$ cat src/rtl/wt_dm_cache_pkg.sv
// Package: shared types for the write-through direct-mapped cache.
// Assumes: nothing beyond IEEE 1800-2017.
package wt_dm_cache_pkg;
    typedef enum logic [2:0] {
        ST_IDLE,
        ST_COMPARE,
        ST_FETCH,
        ST_WRITE_MEM,
        ST_DONE
    } ctrl_state_t;
endpackage

$ cat src/rtl/wt_dm_store.sv
// Module: entry storage with a valid bit, a tag and one data word per entry.
// Lookup is combinational on lk_idx; the one write port fills or updates an
// entry and marks it valid. Assumes ENTRIES is a power of two.
module wt_dm_store #(
    parameter int ENTRIES = 8,
    parameter int IDX_W   = 3,
    parameter int TAG_W   = 5,
    parameter int DATA_W  = 32
) (
    input  logic              clk,
    input  logic              rst_n,
    input  logic [IDX_W-1:0]  lk_idx,
    output logic              lk_valid,
    output logic [TAG_W-1:0]  lk_tag,
    output logic [DATA_W-1:0] lk_data,
    input  logic              wr_en,
    input  logic [IDX_W-1:0]  wr_idx,
    input  logic [TAG_W-1:0]  wr_tag,
    input  logic [DATA_W-1:0] wr_data
);
    logic              valid_q [ENTRIES];
    logic [TAG_W-1:0]  tag_q   [ENTRIES];
    logic [DATA_W-1:0] data_q  [ENTRIES];

    for (genvar e = 0; e < ENTRIES; e++) begin : g_entry
        // Valid bit: cleared by reset, set when the entry is written.
        always_ff @(posedge clk) begin
            if (!rst_n)
                valid_q[e] <= 1'b0;
            else if (wr_en && wr_idx == IDX_W'(e))
                valid_q[e] <= 1'b1;
        end

        // Tag and data: loaded on a write to this entry.
        always_ff @(posedge clk) begin
            if (wr_en && wr_idx == IDX_W'(e)) begin
                tag_q[e]  <= wr_tag;
                data_q[e] <= wr_data;
            end
        end

        AST_RESET_EMPTY: assert property (@(posedge clk) disable iff (!rst_n)
            $past(!rst_n) |-> !valid_q[e]);
        AST_FILL_TAGGED: assert property (@(posedge clk) disable iff (!rst_n)
            (wr_en && wr_idx == IDX_W'(e)) |=> (valid_q[e] && tag_q[e] == $past(wr_tag)));
    end

    // Lookup port: the entry selected by the index.
    always_comb begin
        lk_valid = valid_q[lk_idx];
        lk_tag   = tag_q[lk_idx];
        lk_data  = data_q[lk_idx];
    end
endmodule

$ cat src/rtl/wt_dm_fsm.sv
// Module: request sequencer. It latches one processor request, compares its
// tag, fetches on a miss, writes every store through and pulses cpu_ready.
// Assumes the processor holds its strobes until cpu_ready and that memory
// gives a one-cycle mem_ack with read data valid in that cycle.
module wt_dm_fsm
    import wt_dm_cache_pkg::*;
#(
    parameter int ADDR_W = 8,
    parameter int DATA_W = 32,
    parameter int IDX_W  = 3,
    localparam int TAG_W = ADDR_W - IDX_W
) (
    input  logic              clk,
    input  logic              rst_n,
    input  logic              cpu_rd,
    input  logic              cpu_wr,
    input  logic [ADDR_W-1:0] cpu_addr,
    input  logic [DATA_W-1:0] cpu_wdata,
    output logic [DATA_W-1:0] cpu_rdata,
    output logic              cpu_ready,
    output logic              mem_req,
    output logic              mem_we,
    output logic [ADDR_W-1:0] mem_addr,
    output logic [DATA_W-1:0] mem_wdata,
    input  logic [DATA_W-1:0] mem_rdata,
    input  logic              mem_ack,
    output logic [IDX_W-1:0]  lk_idx,
    input  logic              lk_valid,
    input  logic [TAG_W-1:0]  lk_tag,
    input  logic [DATA_W-1:0] lk_data,
    output logic              wr_en,
    output logic [IDX_W-1:0]  wr_idx,
    output logic [TAG_W-1:0]  wr_tag,
    output logic [DATA_W-1:0] wr_data,
    output logic              hit_pulse,
    output logic              miss_pulse
);
    ctrl_state_t       state_q;
    logic [ADDR_W-1:0] req_addr_q;
    logic [DATA_W-1:0] req_wdata_q;
    logic              req_wr_q;
    logic [DATA_W-1:0] rdata_q;
    logic              wt_done_q;
    logic              is_hit;

    assign lk_idx = req_addr_q[IDX_W-1:0];
    assign is_hit = lk_valid && (lk_tag == req_addr_q[ADDR_W-1:IDX_W]);

    // State register and request capture.
    always_ff @(posedge clk) begin
        if (!rst_n) begin
            state_q     <= ST_IDLE;
            req_addr_q  <= '0;
            req_wdata_q <= '0;
            req_wr_q    <= 1'b0;
            rdata_q     <= '0;
        end else begin
            case (state_q)
                ST_IDLE: if (cpu_rd || cpu_wr) begin
                    req_addr_q  <= cpu_addr;
                    req_wdata_q <= cpu_wdata;
                    req_wr_q    <= cpu_wr;
                    state_q     <= ST_COMPARE;
                end
                ST_COMPARE: begin
                    if (!is_hit)
                        state_q <= ST_FETCH;
                    else if (req_wr_q)
                        state_q <= ST_WRITE_MEM;
                    else begin
                        rdata_q <= lk_data;
                        state_q <= ST_DONE;
                    end
                end
                ST_FETCH: if (mem_ack) begin
                    if (!req_wr_q)
                        rdata_q <= mem_rdata;
                    state_q <= req_wr_q ? ST_WRITE_MEM : ST_DONE;
                end
                ST_WRITE_MEM: if (mem_ack)
                    state_q <= ST_DONE;
                default: state_q <= ST_IDLE;
            endcase
        end
    end

    // Records that the current store has reached memory (checked at completion).
    always_ff @(posedge clk) begin
        if (!rst_n || state_q == ST_IDLE)
            wt_done_q <= 1'b0;
        else if (state_q == ST_WRITE_MEM && mem_ack)
            wt_done_q <= 1'b1;
    end

    // Entry write: store hit update, or refill merged with store data.
    always_comb begin
        wr_idx  = req_addr_q[IDX_W-1:0];
        wr_tag  = req_addr_q[ADDR_W-1:IDX_W];
        wr_en   = 1'b0;
        wr_data = req_wdata_q;
        if (state_q == ST_COMPARE && is_hit && req_wr_q)
            wr_en = 1'b1;
        else if (state_q == ST_FETCH && mem_ack) begin
            wr_en   = 1'b1;
            wr_data = req_wr_q ? req_wdata_q : mem_rdata;
        end
    end

    // Port outputs driven from the state.
    always_comb begin
        mem_req    = (state_q == ST_FETCH) || (state_q == ST_WRITE_MEM);
        mem_we     = (state_q == ST_WRITE_MEM);
        mem_addr   = req_addr_q;
        mem_wdata  = req_wdata_q;
        cpu_ready  = (state_q == ST_DONE);
        cpu_rdata  = rdata_q;
        hit_pulse  = (state_q == ST_COMPARE) && is_hit;
        miss_pulse = (state_q == ST_COMPARE) && !is_hit;
    end

    AST_READY_PULSE: assert property (@(posedge clk) disable iff (!rst_n)
        cpu_ready |=> !cpu_ready);
    AST_READY_NO_MEM: assert property (@(posedge clk) disable iff (!rst_n)
        cpu_ready |-> !mem_req);
    AST_MEM_HOLD: assert property (@(posedge clk) disable iff (!rst_n)
        (mem_req && !mem_ack) |=> (mem_req && $stable(mem_addr) && $stable(mem_we)));
    AST_STORE_WRITTEN: assert property (@(posedge clk) disable iff (!rst_n)
        (cpu_ready && req_wr_q) |-> wt_done_q);
endmodule

$ cat src/rtl/wt_dm_stats.sv
// Module: lookup outcome counters, one event per lookup.
// Assumes hit and miss pulses are one cycle wide; the counters wrap.
module wt_dm_stats #(
    parameter int CNT_W = 16
) (
    input  logic             clk,
    input  logic             rst_n,
    input  logic             hit_pulse,
    input  logic             miss_pulse,
    output logic [CNT_W-1:0] hit_count,
    output logic [CNT_W-1:0] miss_count
);
    // Count hits and misses.
    always_ff @(posedge clk) begin
        if (!rst_n) begin
            hit_count  <= '0;
            miss_count <= '0;
        end else begin
            if (hit_pulse)  hit_count  <= hit_count + 1'b1;
            if (miss_pulse) miss_count <= miss_count + 1'b1;
        end
    end

    AST_ONE_OUTCOME: assert property (@(posedge clk) disable iff (!rst_n)
        $onehot0({hit_pulse, miss_pulse}));
endmodule

$ cat src/rtl/wt_dm_cache.sv
// Module: top of the write-through direct-mapped word cache. It connects the
// sequencer, the entry store and the counters. Assumes ADDR_W > log2(ENTRIES).
module wt_dm_cache #(
    parameter int ADDR_W  = 8,
    parameter int DATA_W  = 32,
    parameter int ENTRIES = 8,
    parameter int CNT_W   = 16
) (
    input  logic              clk,
    input  logic              rst_n,
    input  logic              cpu_rd,
    input  logic              cpu_wr,
    input  logic [ADDR_W-1:0] cpu_addr,
    input  logic [DATA_W-1:0] cpu_wdata,
    output logic [DATA_W-1:0] cpu_rdata,
    output logic              cpu_ready,
    output logic              mem_req,
    output logic              mem_we,
    output logic [ADDR_W-1:0] mem_addr,
    output logic [DATA_W-1:0] mem_wdata,
    input  logic [DATA_W-1:0] mem_rdata,
    input  logic              mem_ack,
    output logic [CNT_W-1:0]  hit_count,
    output logic [CNT_W-1:0]  miss_count
);
    localparam int IDX_W = $clog2(ENTRIES);
    localparam int TAG_W = ADDR_W - IDX_W;

    logic [IDX_W-1:0]  lk_idx;
    logic              lk_valid;
    logic [TAG_W-1:0]  lk_tag;
    logic [DATA_W-1:0] lk_data;
    logic              wr_en;
    logic [IDX_W-1:0]  wr_idx;
    logic [TAG_W-1:0]  wr_tag;
    logic [DATA_W-1:0] wr_data;
    logic              hit_pulse;
    logic              miss_pulse;

    wt_dm_fsm #(.ADDR_W(ADDR_W), .DATA_W(DATA_W), .IDX_W(IDX_W)) u_fsm (
        .clk(clk), .rst_n(rst_n),
        .cpu_rd(cpu_rd), .cpu_wr(cpu_wr), .cpu_addr(cpu_addr), .cpu_wdata(cpu_wdata),
        .cpu_rdata(cpu_rdata), .cpu_ready(cpu_ready),
        .mem_req(mem_req), .mem_we(mem_we), .mem_addr(mem_addr), .mem_wdata(mem_wdata),
        .mem_rdata(mem_rdata), .mem_ack(mem_ack),
        .lk_idx(lk_idx), .lk_valid(lk_valid), .lk_tag(lk_tag), .lk_data(lk_data),
        .wr_en(wr_en), .wr_idx(wr_idx), .wr_tag(wr_tag), .wr_data(wr_data),
        .hit_pulse(hit_pulse), .miss_pulse(miss_pulse)
    );

    wt_dm_store #(.ENTRIES(ENTRIES), .IDX_W(IDX_W), .TAG_W(TAG_W), .DATA_W(DATA_W)) u_store (
        .clk(clk), .rst_n(rst_n),
        .lk_idx(lk_idx), .lk_valid(lk_valid), .lk_tag(lk_tag), .lk_data(lk_data),
        .wr_en(wr_en), .wr_idx(wr_idx), .wr_tag(wr_tag), .wr_data(wr_data)
    );

    wt_dm_stats #(.CNT_W(CNT_W)) u_stats (
        .clk(clk), .rst_n(rst_n),
        .hit_pulse(hit_pulse), .miss_pulse(miss_pulse),
        .hit_count(hit_count), .miss_count(miss_count)
    );
endmodule

$ cat config.mk
export PLATFORM = sky130hd
export DESIGN_NAME = wt_dm_cache
export DESIGN_NICKNAME = d
export VERILOG_FILES = /design/src/rtl/wt_dm_cache_pkg.sv /design/src/rtl/wt_dm_store.sv /design/src/rtl/wt_dm_fsm.sv /design/src/rtl/wt_dm_stats.sv /design/src/rtl/wt_dm_cache.sv
export SDC_FILE = /design/constraint.sdc
export NUM_CORES = 1
export LEC_CHECK = 0
export ABC_AREA = 1
export BUFFER_PORTS_ARGS = -buffer_cell sky130_fd_sc_hd__buf_4
export CORE_MARGIN = 2
export CORE_UTILIZATION = 63
export DETAILED_ROUTE_END_ITERATION = 10
export PLACE_DENSITY = 0.87
export SLEW_MARGIN = 20
export SYNTH_ARGS = -nofsm -noshare
export SYNTH_HDL_FRONTEND = slang
export SYNTH_SLANG_ARGS = --single-unit
$ cat constraint.sdc
create_clock -name clk -period 8.3 [get_ports clk]
set_input_delay 1.245 -clock clk [delete_from_list [all_inputs] [get_ports clk]]
set_output_delay 1.245 -clock clk [all_outputs]
set_load 0.02 [all_outputs]
==> results of run 1 <==
-- final cells by class --
class / instances / area [µm²]
well taps: 372 / 465
fillers: 1661 / 6650
flip-flops and latches: 415 / 11300
inverters: 166 / 626
multi-input cells: 1078 / 5040
clock inverters: 18 / 225
clock buffers: 60 / 1230
repair buffers: 202 / 1520
-- through the flow --
stage          cells  worst slack (ns)  hold WS, ns
2_1_floorplan   1767              4.62        0.423
3_3_place_gp    2233              4.07        0.442
3_5_place_dp    2233              3.87        0.449
4_1_cts         2311              3.81        0.458
5_1_grt         2311              3.34        0.478
6_report        2311              3.61        0.454
-- how the worst max path moves through the flow --
stage             from                               end  slack (ns)  depth (start not counted)
6_report          flop  u_fsm.cpu_rdata[17]$_SDFFE_PN0P_        3.61                         15
5_1_grt           flop  u_fsm.cpu_rdata[31]$_SDFFE_PN0P_        3.34                         17
4_1_cts           flop  u_fsm.cpu_rdata[23]$_SDFFE_PN0P_        3.81                         15
3_5_place_dp      flop  u_fsm.cpu_rdata[31]$_SDFFE_PN0P_        3.87                         17
3_3_place_gp      flop   u_fsm.cpu_rdata[2]$_SDFFE_PN0P_        4.07                         17
2_1_floorplan  mem_ack    u_store.data_q[4][0]$_DFFE_PP_        4.62                          6
-- cell families after synthesis --
group | synth area share
and+or+nand+nor | 0.154
xor gates and xnor gates | 0.0105
buffers and inverters | 0.0633
DFF | 0.649
AOI/OAI and AO/OA | 0.122
adders and majority gates | 0.00143
-- state kept, by name, summed over array words and instances, names as in the netlist, named ones only --
signal and cells:
u_fsm.state_q 3, u_stats.hit_count 16, u_fsm.cpu_rdata 32, u_stats.miss_count 16, u_store.tag_q 40, u_fsm.mem_wdata 32
u_fsm.req_wr_q 1, u_store.valid_q 8, u_fsm.mem_addr 8, u_store.data_q 256
-- cell usage in the layout, fill, tap and decap left out, drive strengths merged, types with 9 or more instances in the layout --
cell	n
dfxtp	112
nand3	69
nor2	244
o22ai	64
clkbuf	60
inv	164
o21ai	251
nor3	16
clkinv	10
xnor2	9
nand2	274
buf	202
a21oi	90
xor2	12
edfxtp	303
nand4	36
-- worst min-delay path, delay by kind of cell, from the launching register on --
family / cells / cell delay, ns
and+or+nand+nor: 2 / 0.09
DFF: 1 / 0.31
-- layer usage --
layer  global-route usage  wire length [µm]
met1                0.422             17100
met2                0.526             23100
met4                0.154              1830
met5                    0                 0
met3               0.0622              5570
-- power by group through the flow --
stage / Clock, mW / Sequential (mW) / Combinational [mW]
final: 1.98 / 2.59 / 1.59
after global routing: 2.07 / 2.60 / 1.73
after CTS: 1.98 / 2.59 / 1.56
after detailed placement: 0 / 2.63 / 1.52
after global placement: 0 / 2.62 / 1.46
after floorplan: 0 / 2.71 / 0.926
==> impl_metrics.tcl, run 1 <==
set metrics [dict create \
    status "finished clean" \
    ctsHtreeMaxLevel 2 \
    crit_fanout 79 \
    setup_viol 0 \
    internal_power_mw 4.14 \
    wl_mm 47.6 \
    worstMarginPinSlew_ns 1.04 \
    dp_hpwl_mm 26.3 \
    synth.most_common_cell "edfxtp_1" \
    numCtsBuffers 42 \
    hp-class "reg2reg" \
    cts_tree "done" \
    clk_path_buf_depth 3 \
    postCtsSetupBuffers 0 \
    endpoint_kind "flop" \
    diodes 0 \
    firstDrtPassIters 9 \
    critPathBufInv 3 \
    r2r-end "u_fsm.cpu_rdata[17]$_SDFFE_PN0P_" \
    synthArstFlopShare 0 \
    max_freq_mhz 213 \
    synthesis.nets 1846 \
    path_common_cell "nand2_1" \
    vdd_drop_max_mv 0.235 \
    ios 184 \
    comb_power_share 0.258 \
    start_util 0.645 \
    skew_ns 0.0141 \
    drive_gt1_frac 0.147 \
    finalSetupTns_ns 0 \
    gp_congestion 0.865 \
    fin_crit_sh 0.565 \
    min_to "u_store.valid_q[4]$_DFF_P_" \
    yosysWarningCount 0 \
    fin_area_um2 20400 \
    cts.sinks 415 \
    rows 60 \
    vias 14144 \
    layout_min_cycle_time_ns 4.69 \
    seq_power_share 0.421 \
    utilization 0.755 \
    cts_root_buf "clkbuf_16" \
    placed_cell_area_um2 19000 \
    slowest_delay_ns 0.82 \
    crit_arrival_ns 5.15 \
    syn_avg_cell_area_um2 9.89 \
    ys.flop_type "edfxtp_1" \
    worst_path_max_delay_cell "dfxtp_4" \
    r2r_setup_slack_ns 3.61 \
    wl_per_cell_um 20.6 \
    critPathLaunchType "flop" \
    synth_top_area_share 0.521 \
    synth_cells 1767 \
    dieArea_um2 29100 \
    drc 0 \
    ctsResizeCount 0 \
    grt.overflow.total 0 \
    path_delay_family "simple AND/OR/NAND/NOR gates" \
    grt_max_degree 97 \
    ys_types 33 \
    core_um2 27100 \
    viasPerCell 6.12 \
    antenna_found_initial 0 \
    syn-cell-area_um2 17500 \
    hp-start "u_store.valid_q[4]$_DFF_P_" \
    first_iter_violations 2187 \
    hold_buffers 0 \
    ys_seq_area_frac 0.649 \
    min_path_cells 2 \
    port_buffers 183 \
    clkPwrFrac 0.322 \
    reg2regPathDepth 15 \
    grt_pass1_wl_mm 72.6 \
    insertion_delay_ns 0.53 \
    rsz0062_at_grt "no" \
    maxCapViolations 0 \
    synth_edf_count 303 \
    switching_share 0.328 \
    worst-setup-path-type "reg2reg" \
    p_leak_nw 7.83 \
    fin_nets 1984 \
    crit_chain "buf_4 > inv_4 > nand2_1 > nand3_1 > nand3_1 > nand2_1 > a21oi_1 > nand2_1 > nor2_2 > nand2_1 > nand2_4 > nand3_4 > nand2_1 > inv_1 > nor2_1" \
    power_mw 6.16 \
    grt_pass1_vias 13909 \
    cp.required_ns 8.76 \
    synthTopCellsByArea "edfxtp_1 52%, dfxtp_1 13%, o21ai_0 6.9%" \
    final_antenna_net_count 0 \
    grt_usage 0.323 \
    yosys-top-cells-count "303 x edfxtp_1, 273 x nand2_1, 240 x nor2_1, 240 x o21ai_0, 160 x inv_1" \
    syn_to_final_growth_pct 17.1 \
    power.switching_mw 2.02 \
    drv_slew 0 \
    synth-seq-cells 415 \
    die_h_um 171 \
    die_w_um 171 \
    clk_pin_slew_worst_paths_ns 0.06 \
    hold_viol 0 \
    yosys.area.top_type "edfxtp_1" \
    maxSlewHeadroom 0.300 \
    cellPowerDensity_nw_per_um2 301 \
]
Note: power is estimated with default switching activity, not from simulation.
==> run 2: changes to the inputs <==
- CORE_UTILIZATION: 63 -> 59
- PLACE_DENSITY: 0.87 -> 0.82
- clock period: 8.3 -> 4.9 ns (I/O delays scaled with it)
==> impl_metrics.tcl, run 2 (synthesis results as in run 1) <==
set metrics [dict create \
    fin_ws_ns 0.990 \
    hold_buffers 0 \
    clkPwrFrac 0.307 \
    syn_to_final_growth_pct 17.4 \
    hp-class "reg2reg" \
    postCtsSetupBuffers 0 \
    final_cells 2326 \
    final_common_cell "edfxtp_1" \
    comb_power_share 0.269 \
    endpoint_kind "flop" \
    path_delay_family "simple AND/OR/NAND/NOR gates" \
    gp_congestion 0.899 \
    seq_power_share 0.424 \
    crit_arrival_ns 4.39 \
    fin_nets 1988 \
    fin_area_um2 20500 \
    drc 0 \
    grt_pass1_wl_mm 73.8 \
    slowest_delay_ns 0.73 \
    viasPerCell 5.97 \
    start_util 0.604 \
    cp.required_ns 5.38 \
    worst-setup-path-type "reg2reg" \
    multi_input_area_um2 5040 \
    largest_reg_flops 256 \
    die_w_um 176 \
    drv_slew 0 \
    internal_power_mw 6.78 \
    regMostFlops "u_store.data_q" \
    dp_hpwl_mm 29.2 \
    final-seq-area_um2 11300 \
    ios 184 \
    vdd_drop_max_mv 0.293 \
    place_ws_ns 1.19 \
    clk_pin_slew_worst_paths_ns 0.06 \
    dieArea_um2 31000 \
    fin_crit_sh 0.798 \
    cellPowerDensity_nw_per_um2 503 \
    worstMarginPinSlew_ns 1.31 \
    path_common_cell "nand2_1" \
    fin_hold_ws_ns 0.446 \
    biggestRegsByFlops "u_store.data_q: 256 flops, u_store.tag_q: 40 flops" \
    hold_viol 0 \
    maxCapViolations 0 \
    final_cell_mix "303 x edfxtp_1, 272 x nand2_1, 239 x nor2_1, 234 x o21ai_0, 199 x buf_4" \
    die_h_um 176 \
    fill_cells 2020 \
    wl_per_cell_um 20.6 \
    dp_cells 2249 \
    grt_usage 0.306 \
    maxSlewHeadroom 0.116 \
    worst_path_max_delay_cell "dfxtp_4" \
    layout_min_cycle_time_ns 3.91 \
    grt_max_degree 88 \
    antenna_found_initial 0 \
    crit_fanout 87 \
    critPathLaunchType "flop" \
    clk_path_buf_depth 3 \
    grt.overflow.total 0 \
    grt_pass1_vias 13442 \
    rsz0062_at_grt "no" \
    ctsHtreeMaxLevel 2 \
    crit_chain "inv_4 > o21ai_0 > nand3_1 > nand3_1 > nand2_1 > nor2_2 > nand2_1 > nand2_4 > nand3_4 > nand2_1 > inv_1 > nor2_1" \
    insertion_delay_ns 0.56 \
    placed_cell_area_um2 19100 \
    first_iter_violations 2036 \
    vias 13877 \
    max_freq_mhz 256 \
    wl_mm 47.9 \
    status "finished clean" \
    power.switching_mw 3.53 \
    skew_ns 0.0269 \
    numCtsBuffers 42 \
    switching_share 0.342 \
    drive_gt1_frac 0.148 \
    diodes 0 \
    cts_tree "done" \
    finalSetupTns_ns 0 \
    rows 62 \
    firstDrtPassIters 7 \
    setup_viol 0 \
    critPathBufInv 2 \
    core_um2 28900 \
    cts.sinks 415 \
    p_leak_nw 7.85 \
    cts_root_buf "clkbuf_16" \
    ctsResizeCount 0 \
    port_buffers 183 \
    final_antenna_net_count 0 \
]
run 2: cell count changes in the layout (fill, tap and decap cells not counted), moves of 2 or more:
cell / delta
buf_12: +7
buf_4: -3
bufinv_16: -4
clkbuf_1: -5
clkinv_1: +5
clkinv_2: +2
clkinv_4: +2
clkinv_8: +2
clkinvlp_4: -3
o21ai_0: -6
o21ai_1: +6
run 2: area by class of cell:
class | count | share of cell area
multi-input cells | 1078 | 0.246
flip-flops and latches | 415 | 0.553
clock inverters | 23 | 0.00934
clock buffers | 54 | 0.0580
inverters | 166 | 0.0306
repair buffers | 206 | 0.0797
well taps | 384 | 0.0234
run 2: metal layers:
metal | part of all wire | global-route usage | vias up | wire [µm]
met3 | 0.11 | 0.0655 | 142 | 5200
met2 | 0.47 | 0.477 | 899 | 22300
met4 | 0.033 | 0.116 | 0 | 1570
met1 | 0.39 | 0.426 | 6503 | 18800
met5 | 0 | 0 | - | 0
li1 | - | - | 6333 | -
run 2: metrics by stage:
step	utilization	total power, mW
after floorplan	-	6.15
after global placement	0.661	7.03
after detailed placement	0.661	7.12
after CTS	0.709	10.3
after global routing	0.709	10.7
final	0.709	10.3
run 2: tightest hold or removal path, cell delays in order (launching register included):
cell     delay (ns)
dfxtp_1        0.31
nand2_1        0.05
nand2_1        0.04
run 2: power by group through the flow:
| stage | registers [mW] | logic [mW] | clock network (mW) |
|---|---|---|---|
| 2_1_floorplan | 4.58 | 1.57 | 0 |
| 3_3_place_gp | 4.43 | 2.60 | 0 |
| 3_5_place_dp | 4.44 | 2.68 | 0 |
| 4_1_cts | 4.37 | 2.72 | 3.18 |
| 5_1_grt | 4.40 | 3.02 | 3.31 |
| 6_report | 4.38 | 2.77 | 3.17 |
run 2: final timing paths:
check | startpoint | end | slack [ns] | depth (start not counted)
worst max-delay path | flop | u_fsm.cpu_rdata[7]$_SDFFE_PN0P_ | 0.99 | 12
worst min-delay path | u_store.valid_q[4]$_DFF_P_ | u_store.valid_q[4]$_DFF_P_ | 0.45 | 2
worst max register to register | flop | u_fsm.cpu_rdata[7]$_SDFFE_PN0P_ | 0.99 | 12
worst min register to register | u_store.valid_q[4]$_DFF_P_ | u_store.valid_q[4]$_DFF_P_ | 0.45 | 2
